`src/rtl/refresh_pkg.sv`:
```
package refresh_pkg;
  function automatic int part_latency(input int nominal);
    return (nominal * 6 + 9) / 10;
  endfunction
endpackage

```
`src/rtl/refresh_row_table.sv`:
```
module refresh_row_table #(
  parameter int ROWS  = 16,
  parameter int LIM_W = 4,
  localparam int ROW_W = $clog2(ROWS)
) (
  input  logic             clk_i,
  input  logic             rst_ni,
  input  logic             wr_en_i,
  input  logic [ROW_W-1:0] wr_row_i,
  input  logic [LIM_W-1:0] wr_lim_i,
  input  logic [ROW_W-1:0] rd_row_i,
  output logic             rd_full_o,
  input  logic             upd_en_i,
  input  logic [ROW_W-1:0] upd_row_i,
  input  logic             upd_full_i
);
  logic [ROWS-1:0] want_full;

  for (genvar g = 0; g < ROWS; g++) begin : g_row
    logic [LIM_W-1:0] lim_q;
    logic [LIM_W-1:0] cnt_q;
    logic             seen_q;

    always_ff @(posedge clk_i or negedge rst_ni) begin
      if (!rst_ni) begin
        lim_q  <= '0;
        cnt_q  <= '0;
        seen_q <= 1'b0;
      end else begin
        if (wr_en_i && wr_row_i == ROW_W'(g)) lim_q <= wr_lim_i;
        if (upd_en_i && upd_row_i == ROW_W'(g)) begin
          seen_q <= 1'b1;
          cnt_q  <= upd_full_i ? '0 : cnt_q + 1'b1;
        end
      end
    end

    assign want_full[g] = !seen_q || (cnt_q >= lim_q);
  end

  assign rd_full_o = want_full[rd_row_i];
endmodule

```
`src/rtl/refresh_req_slot.sv`:
```
module refresh_req_slot #(
  parameter int ROW_W = 4
) (
  input  logic             clk_i,
  input  logic             rst_ni,
  input  logic             idle_i,
  input  logic             req_i,
  input  logic [ROW_W-1:0] req_row_i,
  output logic             launch_o,
  output logic [ROW_W-1:0] launch_row_o,
  output logic             ovf_o
);
  logic             pend_q;
  logic [ROW_W-1:0] pend_row_q;
  logic             ovf_q;
  logic             drain, direct, to_slot, slot_free;

  assign drain     = idle_i && pend_q;
  assign direct    = idle_i && !pend_q && req_i;
  assign to_slot   = req_i && !direct;
  assign slot_free = !pend_q || drain;

  assign launch_o     = drain || direct;
  assign launch_row_o = pend_q ? pend_row_q : req_row_i;

  always_ff @(posedge clk_i or negedge rst_ni) begin
    if (!rst_ni) begin
      pend_q     <= 1'b0;
      pend_row_q <= '0;
      ovf_q      <= 1'b0;
    end else begin
      ovf_q <= to_slot && !slot_free;
      if (to_slot && slot_free) begin
        pend_q     <= 1'b1;
        pend_row_q <= req_row_i;
      end else if (drain) begin
        pend_q <= 1'b0;
      end
    end
  end

  assign ovf_o = ovf_q;
endmodule

```
`src/rtl/refresh_lat_timer.sv`:
```
module refresh_lat_timer #(
  parameter int NOM_LAT  = 10,
  parameter int PART_LAT = 6,
  localparam int LAT_W = $clog2(NOM_LAT + 1)
) (
  input  logic clk_i,
  input  logic rst_ni,
  input  logic start_i,
  input  logic start_full_i,
  output logic idle_o,
  output logic busy_o,
  output logic full_o,
  output logic done_o
);
  logic [LAT_W-1:0] rem_q;
  logic             full_q;

  always_ff @(posedge clk_i or negedge rst_ni) begin
    if (!rst_ni) begin
      rem_q  <= '0;
      full_q <= 1'b0;
    end else if (start_i) begin
      rem_q  <= start_full_i ? LAT_W'(NOM_LAT) : LAT_W'(PART_LAT);
      full_q <= start_full_i;
    end else if (rem_q != '0) begin
      rem_q <= rem_q - 1'b1;
    end
  end

  assign idle_o = (rem_q == '0);
  assign busy_o = !idle_o;
  assign done_o = (rem_q == LAT_W'(1));
  assign full_o = full_q;
endmodule

```
`src/rtl/refresh_engine.sv`:
```
module refresh_engine #(
  parameter int ROWS    = 16,
  parameter int LIM_W   = 4,
  parameter int NOM_LAT = 10,
  localparam int ROW_W    = $clog2(ROWS),
  localparam int PART_LAT = refresh_pkg::part_latency(NOM_LAT)
) (
  input  logic             clk_i,
  input  logic             rst_ni,
  input  logic             req_i,
  input  logic [ROW_W-1:0] req_row_i,
  input  logic             lim_we_i,
  input  logic [ROW_W-1:0] lim_row_i,
  input  logic [LIM_W-1:0] lim_val_i,
  output logic             busy_o,
  output logic             full_o,
  output logic             done_o,
  output logic             ovf_o
);
  logic             idle, launch, launch_full;
  logic [ROW_W-1:0] launch_row;

  refresh_req_slot #(.ROW_W(ROW_W)) u_slot (
    .clk_i(clk_i), .rst_ni(rst_ni), .idle_i(idle),
    .req_i(req_i), .req_row_i(req_row_i),
    .launch_o(launch), .launch_row_o(launch_row), .ovf_o(ovf_o)
  );

  refresh_row_table #(.ROWS(ROWS), .LIM_W(LIM_W)) u_table (
    .clk_i(clk_i), .rst_ni(rst_ni),
    .wr_en_i(lim_we_i), .wr_row_i(lim_row_i), .wr_lim_i(lim_val_i),
    .rd_row_i(launch_row), .rd_full_o(launch_full),
    .upd_en_i(launch), .upd_row_i(launch_row), .upd_full_i(launch_full)
  );

  refresh_lat_timer #(.NOM_LAT(NOM_LAT), .PART_LAT(PART_LAT)) u_timer (
    .clk_i(clk_i), .rst_ni(rst_ni),
    .start_i(launch), .start_full_i(launch_full),
    .idle_o(idle), .busy_o(busy_o), .full_o(full_o), .done_o(done_o)
  );
endmodule

```
`config.mk`:
```
export PLATFORM = sky130hd
export DESIGN_NAME = refresh_engine
export DESIGN_NICKNAME = d
export VERILOG_FILES = /design/src/rtl/refresh_pkg.sv /design/src/rtl/refresh_row_table.sv /design/src/rtl/refresh_req_slot.sv /design/src/rtl/refresh_lat_timer.sv /design/src/rtl/refresh_engine.sv
export SDC_FILE = /design/constraint.sdc
export NUM_CORES = 1
export LEC_CHECK = 0
export BUFFER_PORTS_ARGS = -buffer_cell sky130_fd_sc_hd__buf_2
export CAP_MARGIN = 15
export CORE_UTILIZATION = 50
export CTS_CLUSTER_DIAMETER = 50
export DETAILED_ROUTE_END_ITERATION = 7
export GPL_ROUTABILITY_DRIVEN = 0
export PLACE_DENSITY = 0.66
export SYNTH_ARGS = -nofsm -noshare
export SYNTH_HDL_FRONTEND = slang
export SYNTH_SLANG_ARGS = --single-unit
```
`constraint.sdc`:
```
create_clock -name clk_i -period 6.1 [get_ports clk_i]
set_input_delay 0 -clock clk_i [delete_from_list [all_inputs] [get_ports clk_i]]
set_output_delay 0 -clock clk_i [all_outputs]
set_load 0.005 [all_outputs]
```
==> results of run 1 <==
## final cells by class
class	instances	area, µm²
clock buffer	23	478
clock inverter	9	113
fill	1401	6770
inverter	83	312
multi-input combinational	618	4080
sequential	155	3880
tap	216	270
timing repair buffer	33	221
## worst max path at each step
stage | from | to | cells past startpoint
final | u_timer.rem_q[0]$_DFFE_PN0P_ | u_table.g_row[3].cnt_q[2]$_DFFE_PN0P_ | 9
after global routing | u_timer.rem_q[0]$_DFFE_PN0P_ | u_table.g_row[3].cnt_q[2]$_DFFE_PN0P_ | 9
after CTS | u_timer.rem_q[0]$_DFFE_PN0P_ | u_table.g_row[3].cnt_q[2]$_DFFE_PN0P_ | 9
after detailed placement | u_timer.rem_q[0]$_DFFE_PN0P_ | u_table.g_row[15].cnt_q[2]$_DFFE_PN0P_ | 9
after global placement | u_timer.rem_q[0]$_DFFE_PN0P_ | u_table.g_row[11].cnt_q[2]$_DFFE_PN0P_ | 9
after floorplan | u_slot.pend_q$_DFFE_PN0P_ | u_table.g_row[8].cnt_q[0]$_DFFE_PN0P_ | 11
## per-stage QoR
stage	area (µm²)	power, mW	setup slack, ns	cells	hold WS [ns]
detailed placement	8700	2.67	2.75	1099	0.140
CTS	9350	3.76	2.66	1137	0.0574
finish	9350	3.73	2.59	1137	0.0598
global placement	8700	2.65	2.80	1099	0.138
global route	9350	4.00	2.37	1137	0.0828
floorplan	8360	2.31	3.64	871	-0.296
## synthesized netlist by cell type (4+ instances only)
master	n
o221ai_1	5
a2111oi_0	5
nand4_1	14
nor2b_1	14
o2111ai_1	6
nand2_1	179
nor3_1	21
nand3_1	26
nor3b_1	16
a21oi_1	18
or3_1	4
o21ai_0	73
nand2b_1	16
o21ai_1	9
o211ai_1	10
nor2_1	25
ha_1	82
and2_1	15
mux2_2	38
inv_1	83
or3b_2	6
clkbuf_1	7
nand4b_1	10
dfrtp_1	155
buf_2	4
## sequential cells by signal, summed over array words and instances (netlist names)
register              cells
u_slot.ovf_o              1
u_slot.pend_q             1
u_slot.pend_row_q         4
u_table.g_row.cnt_q      64
u_table.g_row.lim_q      64
u_table.g_row.seen_q     16
u_timer.full_o            1
u_timer.rem_q             4
## routing by layer
| metal | GRT usage (%) | up-vias |
|---|---|---|
| met2 | 37.1 | 82 |
| met1 | 31.9 | 2937 |
| met5 | 0 | - |
| met3 | 5.29 | 16 |
| li1 | - | 3089 |
| met4 | 6.07 | 0 |
## cell families (layout without fill, tap and decap cells)
| group | count (synthesis) | count (layout) | synth area share (%) |
|---|---|---|---|
| adder cells (fa/ha/maj) | 83 | 83 | 12.4 |
| flip-flops | 155 | 155 | 46.4 |
| AO/OA/AOI/OAI | 141 | 141 | 10.2 |
| buffers and inverters | 98 | 148 | 4.78 |
| AND/OR/NAND/NOR | 351 | 351 | 20.4 |
| XOR/XNOR | 2 | 2 | 0.210 |
| multiplexers | 41 | 41 | 5.54 |
## worst reg2reg max path: cells and delay by family, from the launching register on
family / cells / cell delay [ns]
buf+inv: 1 / 0.08
flops: 1 / 0.42
fa+ha+maj: 1 / 0.20
simple gates: 5 / 2.26
compound gates: 2 / 0.50
## power by group
| group | switching (mW) | total, mW | leakage, nW | internal, mW |
|---|---|---|---|---|
| sequential | 0.174 | 1.44 | 1.94 | 1.26 |
| clock | 0.423 | 1.06 | 0.276 | 0.636 |
| combinational | 0.775 | 1.23 | 2.29 | 0.455 |
==> impl_metrics.json, run 1 <==
{
  "synth_fp_nets": 969,
  "synth_edf_count": 0,
  "ir_drop_mv": 0.353,
  "worst_pin_slew_ns": 1.17,
  "r2r.worst_path.cells": 9,
  "area_growth_syn_to_layout_pct": 11.9,
  "status": "finished clean",
  "hpwlAfterDp_um": 12400,
  "layout_common_cells": "nand2_1 (179), dfrtp_1 (155), inv_1 (83)",
  "rrSetupSlack_ns": 2.59,
  "design.die.area_mm2": 0.0172,
  "synth.distinct_cells": 44,
  "power-per-cell-area_mw_per_mm2": 399,
  "crit_chain": "inv_1, ha_1, nor3b_1, o21ai_1, nor3_1, nand2_1, nor3b_1, o21ai_0, nand2_1",
  "cts_tree": "built",
  "fin_crit_sh_pct": 57.5,
  "critPathMaxFanout": 8,
  "die_h_um": 131,
  "vias_per_cell": 5.39,
  "cp-end-kind": "register",
  "maxSlewViolCount": 0,
  "vias": 6124,
  "first_pass_iters": 5,
  "cap_violations": 0,
  "cts_resized": 0,
  "holdPathEnd": "u_table.g_row[9].lim_q[3]$_DFFE_PN0P_",
  "crit_type": "register to register",
  "cp.arrival_ns": 3.87,
  "crit_required_ns": 6.46,
  "synth.largest_area_cell": "dfrtp_1",
  "cts.path.max_buffers": 2,
  "die_w_um": 131,
  "drt-initial-drc-count": 339,
  "r2r_end": "u_table.g_row[3].cnt_q[2]$_DFFE_PN0P_",
  "grt_pass1_vias": 6002,
  "startpoint_type": "register",
  "netlist_instances": 871,
  "syn_area_per_cell_um2": 9.59,
  "setup_viol": 0,
  "antenna_found_initial": 0,
  "synth-main-ff-cell": "dfrtp_1",
  "fmax_ghz": 0.285,
  "seq_area_frac_synth_pct": 46.4,
  "rsz0062_at_grt": "false",
  "grt_pass1_wl_um": 31300,
  "grt.overflow.total": 0,
  "routedWlPerCell_um": 16.3,
  "routedLengthMet1_um": 9000,
  "hold_depth": 3,
  "core-area_mm2": 0.0161,
  "clkSlewWorstSetupHoldPaths_ns": 0.06,
  "cpPeakStageDelay_ns": 1.03,
  "top_layer": "met4",
  "cts_setup_buffers": 0,
  "ant_nets": 0,
  "final_common_cell": "nand2_1",
  "io_buffers": 19,
  "finalHoldViolCount": 0,
  "met2_length_um": 8690,
  "grt_max_degree": 91,
  "ctsRootBufferMaster": "clkbuf_16",
  "grt.total_usage_pct": 23.2,
  "yosysWarnings": 0,
  "syn_area_mm2": 0.00836,
  "synth_seq_cells": 155,
  "start_util_pct": 51.8,
  "setup_tns_ns": 0,
  "worst_path_max_delay_cell": "nor3_1",
  "rows": 46,
  "synthTopCellsByArea": "dfrtp_1 (46%), ha_1 (12%), nand2_1 (8.0%)",
  "async_reset_ff_share_pct": 100,
  "finClkSkew_ns": 0.00996,
  "nets": 1006,
  "cts_buffers": 17,
  "wl_um": 18600,
  "hold_class": "primary input to register",
  "relSlewSlack_pct": 21.1,
  "io_pins": 20,
  "diodes": 0,
  "drcViolationCount": 0,
  "cp_top_family": "simple AND/OR/NAND/NOR gates",
  "dr_wl_met3_um": 637,
  "final_util_pct": 58.0,
  "clock-sinks": 155,
  "htreeDepth": 4,
  "p_leak_nw": 4.50,
  "rr_startpoint": "u_timer.rem_q[0]$_DFFE_PN0P_",
  "worstSkewPairLatency_ns": 0.43,
  "min_period_ns": 3.51,
  "drive_above_1_share_pct": 11.2,
  "yosysTopAreaCellShare_pct": 46.4,
  "min-delay-start": "lim_val_i[3]",
  "hold_buffers": 6,
  "timing.critical_path.buf_inv": 1
}
No activity file was read; power rests on OpenSTA's default activity.
==> inputs of run 2 (changes only) <==
==> constraint.sdc (replaced) <==
create_clock -name clk_i -period 3.4 [get_ports clk_i]
set_input_delay 0 -clock clk_i [delete_from_list [all_inputs] [get_ports clk_i]]
set_output_delay 0 -clock clk_i [all_outputs]
set_load 0.005 [all_outputs]
==> impl_metrics.json, run 2 (synthesis results as in run 1) <==
{
  "place_inst": 1110,
  "setup_tns_ns": 0,
  "min-delay-start": "lim_val_i[3]",
  "cts_tree": "built",
  "cp-end-kind": "register",
  "hold_class": "primary input to register",
  "grt.total_usage_pct": 23.1,
  "grt_pass1_vias": 5938,
  "fin_crit_sh_pct": 84.6,
  "layout_common_cells": "nand2_1 (179), dfrtp_1 (155), inv_1 (83)",
  "wl_um": 18400,
  "critPathMaxFanout": 28,
  "first_pass_iters": 5,
  "fillCellCount": 1388,
  "drcViolationCount": 0,
  "hold_ws_ns": 0.0403,
  "min_period_ns": 2.88,
  "cp-startpoint": "u_table.g_row[11].cnt_q[0]$_DFFE_PN0P_",
  "start_util_pct": 51.8,
  "biggestRegsByFlops": "u_table.g_row.cnt_q (64), u_table.g_row.lim_q (64), u_table.g_row.seen_q (16)",
  "worstSkewPairLatency_ns": 0.43,
  "vias": 6158,
  "grt_max_degree": 79,
  "cp_top_family": "simple AND/OR/NAND/NOR gates",
  "worst_pin_slew_ns": 0.886,
  "fin_area_mm2": 0.00943,
  "cts_buffers": 17,
  "fmax_ghz": 0.348,
  "crit_required_ns": 3.73,
  "startpoint_type": "register",
  "finClkSkew_ns": 0.00726,
  "cts.path.max_buffers": 2,
  "total_power_mw": 6.79,
  "instances_no_fill": 1147,
  "cp.arrival_ns": 3.20,
  "rr_startpoint": "u_table.g_row[11].cnt_q[0]$_DFFE_PN0P_",
  "clkSlewWorstSetupHoldPaths_ns": 0.06,
  "htreeDepth": 4,
  "timing.critical_path.buf_inv": 2,
  "design.die.area_mm2": 0.0172,
  "crit_chain": "inv_1, ha_1, or3b_2, o2111ai_1, a221oi_1, o21a_1, nor4_4, buf_4, nand2b_1, o22ai_1",
  "nets": 1017,
  "ir_drop_mv": 0.620,
  "ant_nets": 0,
  "setup_viol": 0,
  "io_buffers": 19,
  "area_growth_syn_to_layout_pct": 12.8,
  "vias_per_cell": 5.37,
  "antenna_found_initial": 0,
  "drive_above_1_share_pct": 12.1,
  "place_area_mm2": 0.00878,
  "fin_ws_ns": 0.522,
  "final_common_cell": "nand2_1",
  "clock-sinks": 155,
  "pre_cts_ws_ns": 0.600,
  "status": "finished clean",
  "drt-initial-drc-count": 334,
  "grt.overflow.total": 0,
  "cap_violations": 0,
  "diodes": 0,
  "relSlewSlack_pct": 40.5,
  "grt_pass1_wl_um": 31000,
  "io_pins": 20,
  "cts_resized": 0,
  "cpPeakStageDelay_ns": 0.47,
  "core-area_mm2": 0.0161,
  "rsz0062_at_grt": "false",
  "crit_type": "register to register",
  "rows": 46,
  "die_w_um": 131,
  "hpwlAfterDp_um": 12600,
  "die_h_um": 131,
  "p_leak_nw": 4.57,
  "power-per-cell-area_mw_per_mm2": 721,
  "final_util_pct": 58.5,
  "finalHoldViolCount": 0,
  "ctsRootBufferMaster": "clkbuf_16",
  "maxSlewViolCount": 0,
  "routedWlPerCell_um": 16.1,
  "worst_path_max_delay_cell": "or3b_2"
}
run 2: worst min-delay path: cells and delay by family:
family | cells | cell delay, ns
compound gates | 1 | 0.07
buf+inv | 1 | 0.25
simple gates | 1 | 0.10
run 2: layout make-up:
class	count	area [µm²]	share of cell area, %
multi-input cells	618	4080	43.3
clock buffers	20	437	4.63
repair buffers	44	304	3.23
inverters	83	312	3.31
well taps	216	270	2.87
clock inverters	11	148	1.57
flip-flops and latches	155	3880	41.1
run 2: layer usage:
metal / track usage (%) / share of wire [%] / up-vias
met5: 0 / 0 / -
met4: 7.82 / 1.8 / 0
met3: 4.59 / 3.1 / 20
met2: 36.6 / 47 / 86
met1: 31.4 / 49 / 2948
li1: - / - / 3104
run 2: what timing repair did:
action                                  in CTS  in global routing
hold buffers                                 6                  0
setup buffers                                0                  0
hold endpoints to repair                    84                  0
endpoints found under the setup margin       0                  0
run 2: report_power, final:
part | total (mW) | switching (mW) | internal (mW)
logic | 2.31 | 1.43 | 0.879
registers | 2.57 | 0.301 | 2.27
clock network | 1.92 | 0.765 | 1.15
total | 6.79 | 2.49 | 4.30
run 2: final timing paths:
path / to / slack (ns) / cells past startpoint
max: u_table.g_row[4].cnt_q[2]$_DFFE_PN0P_ / 0.52 / 10
min: u_table.g_row[14].lim_q[3]$_DFFE_PN0P_ / 0.04 / 3
max reg2reg: u_table.g_row[4].cnt_q[2]$_DFFE_PN0P_ / 0.52 / 10
min reg2reg: u_table.g_row[6].seen_q$_DFFE_PN0P_ / 0.45 / 2
max in group asynchronous: u_table.g_row[12].cnt_q[1]$_DFFE_PN0P_ / 2.28 / 3
min in group asynchronous: u_table.g_row[6].cnt_q[1]$_DFFE_PN0P_ / 0.17 / 2
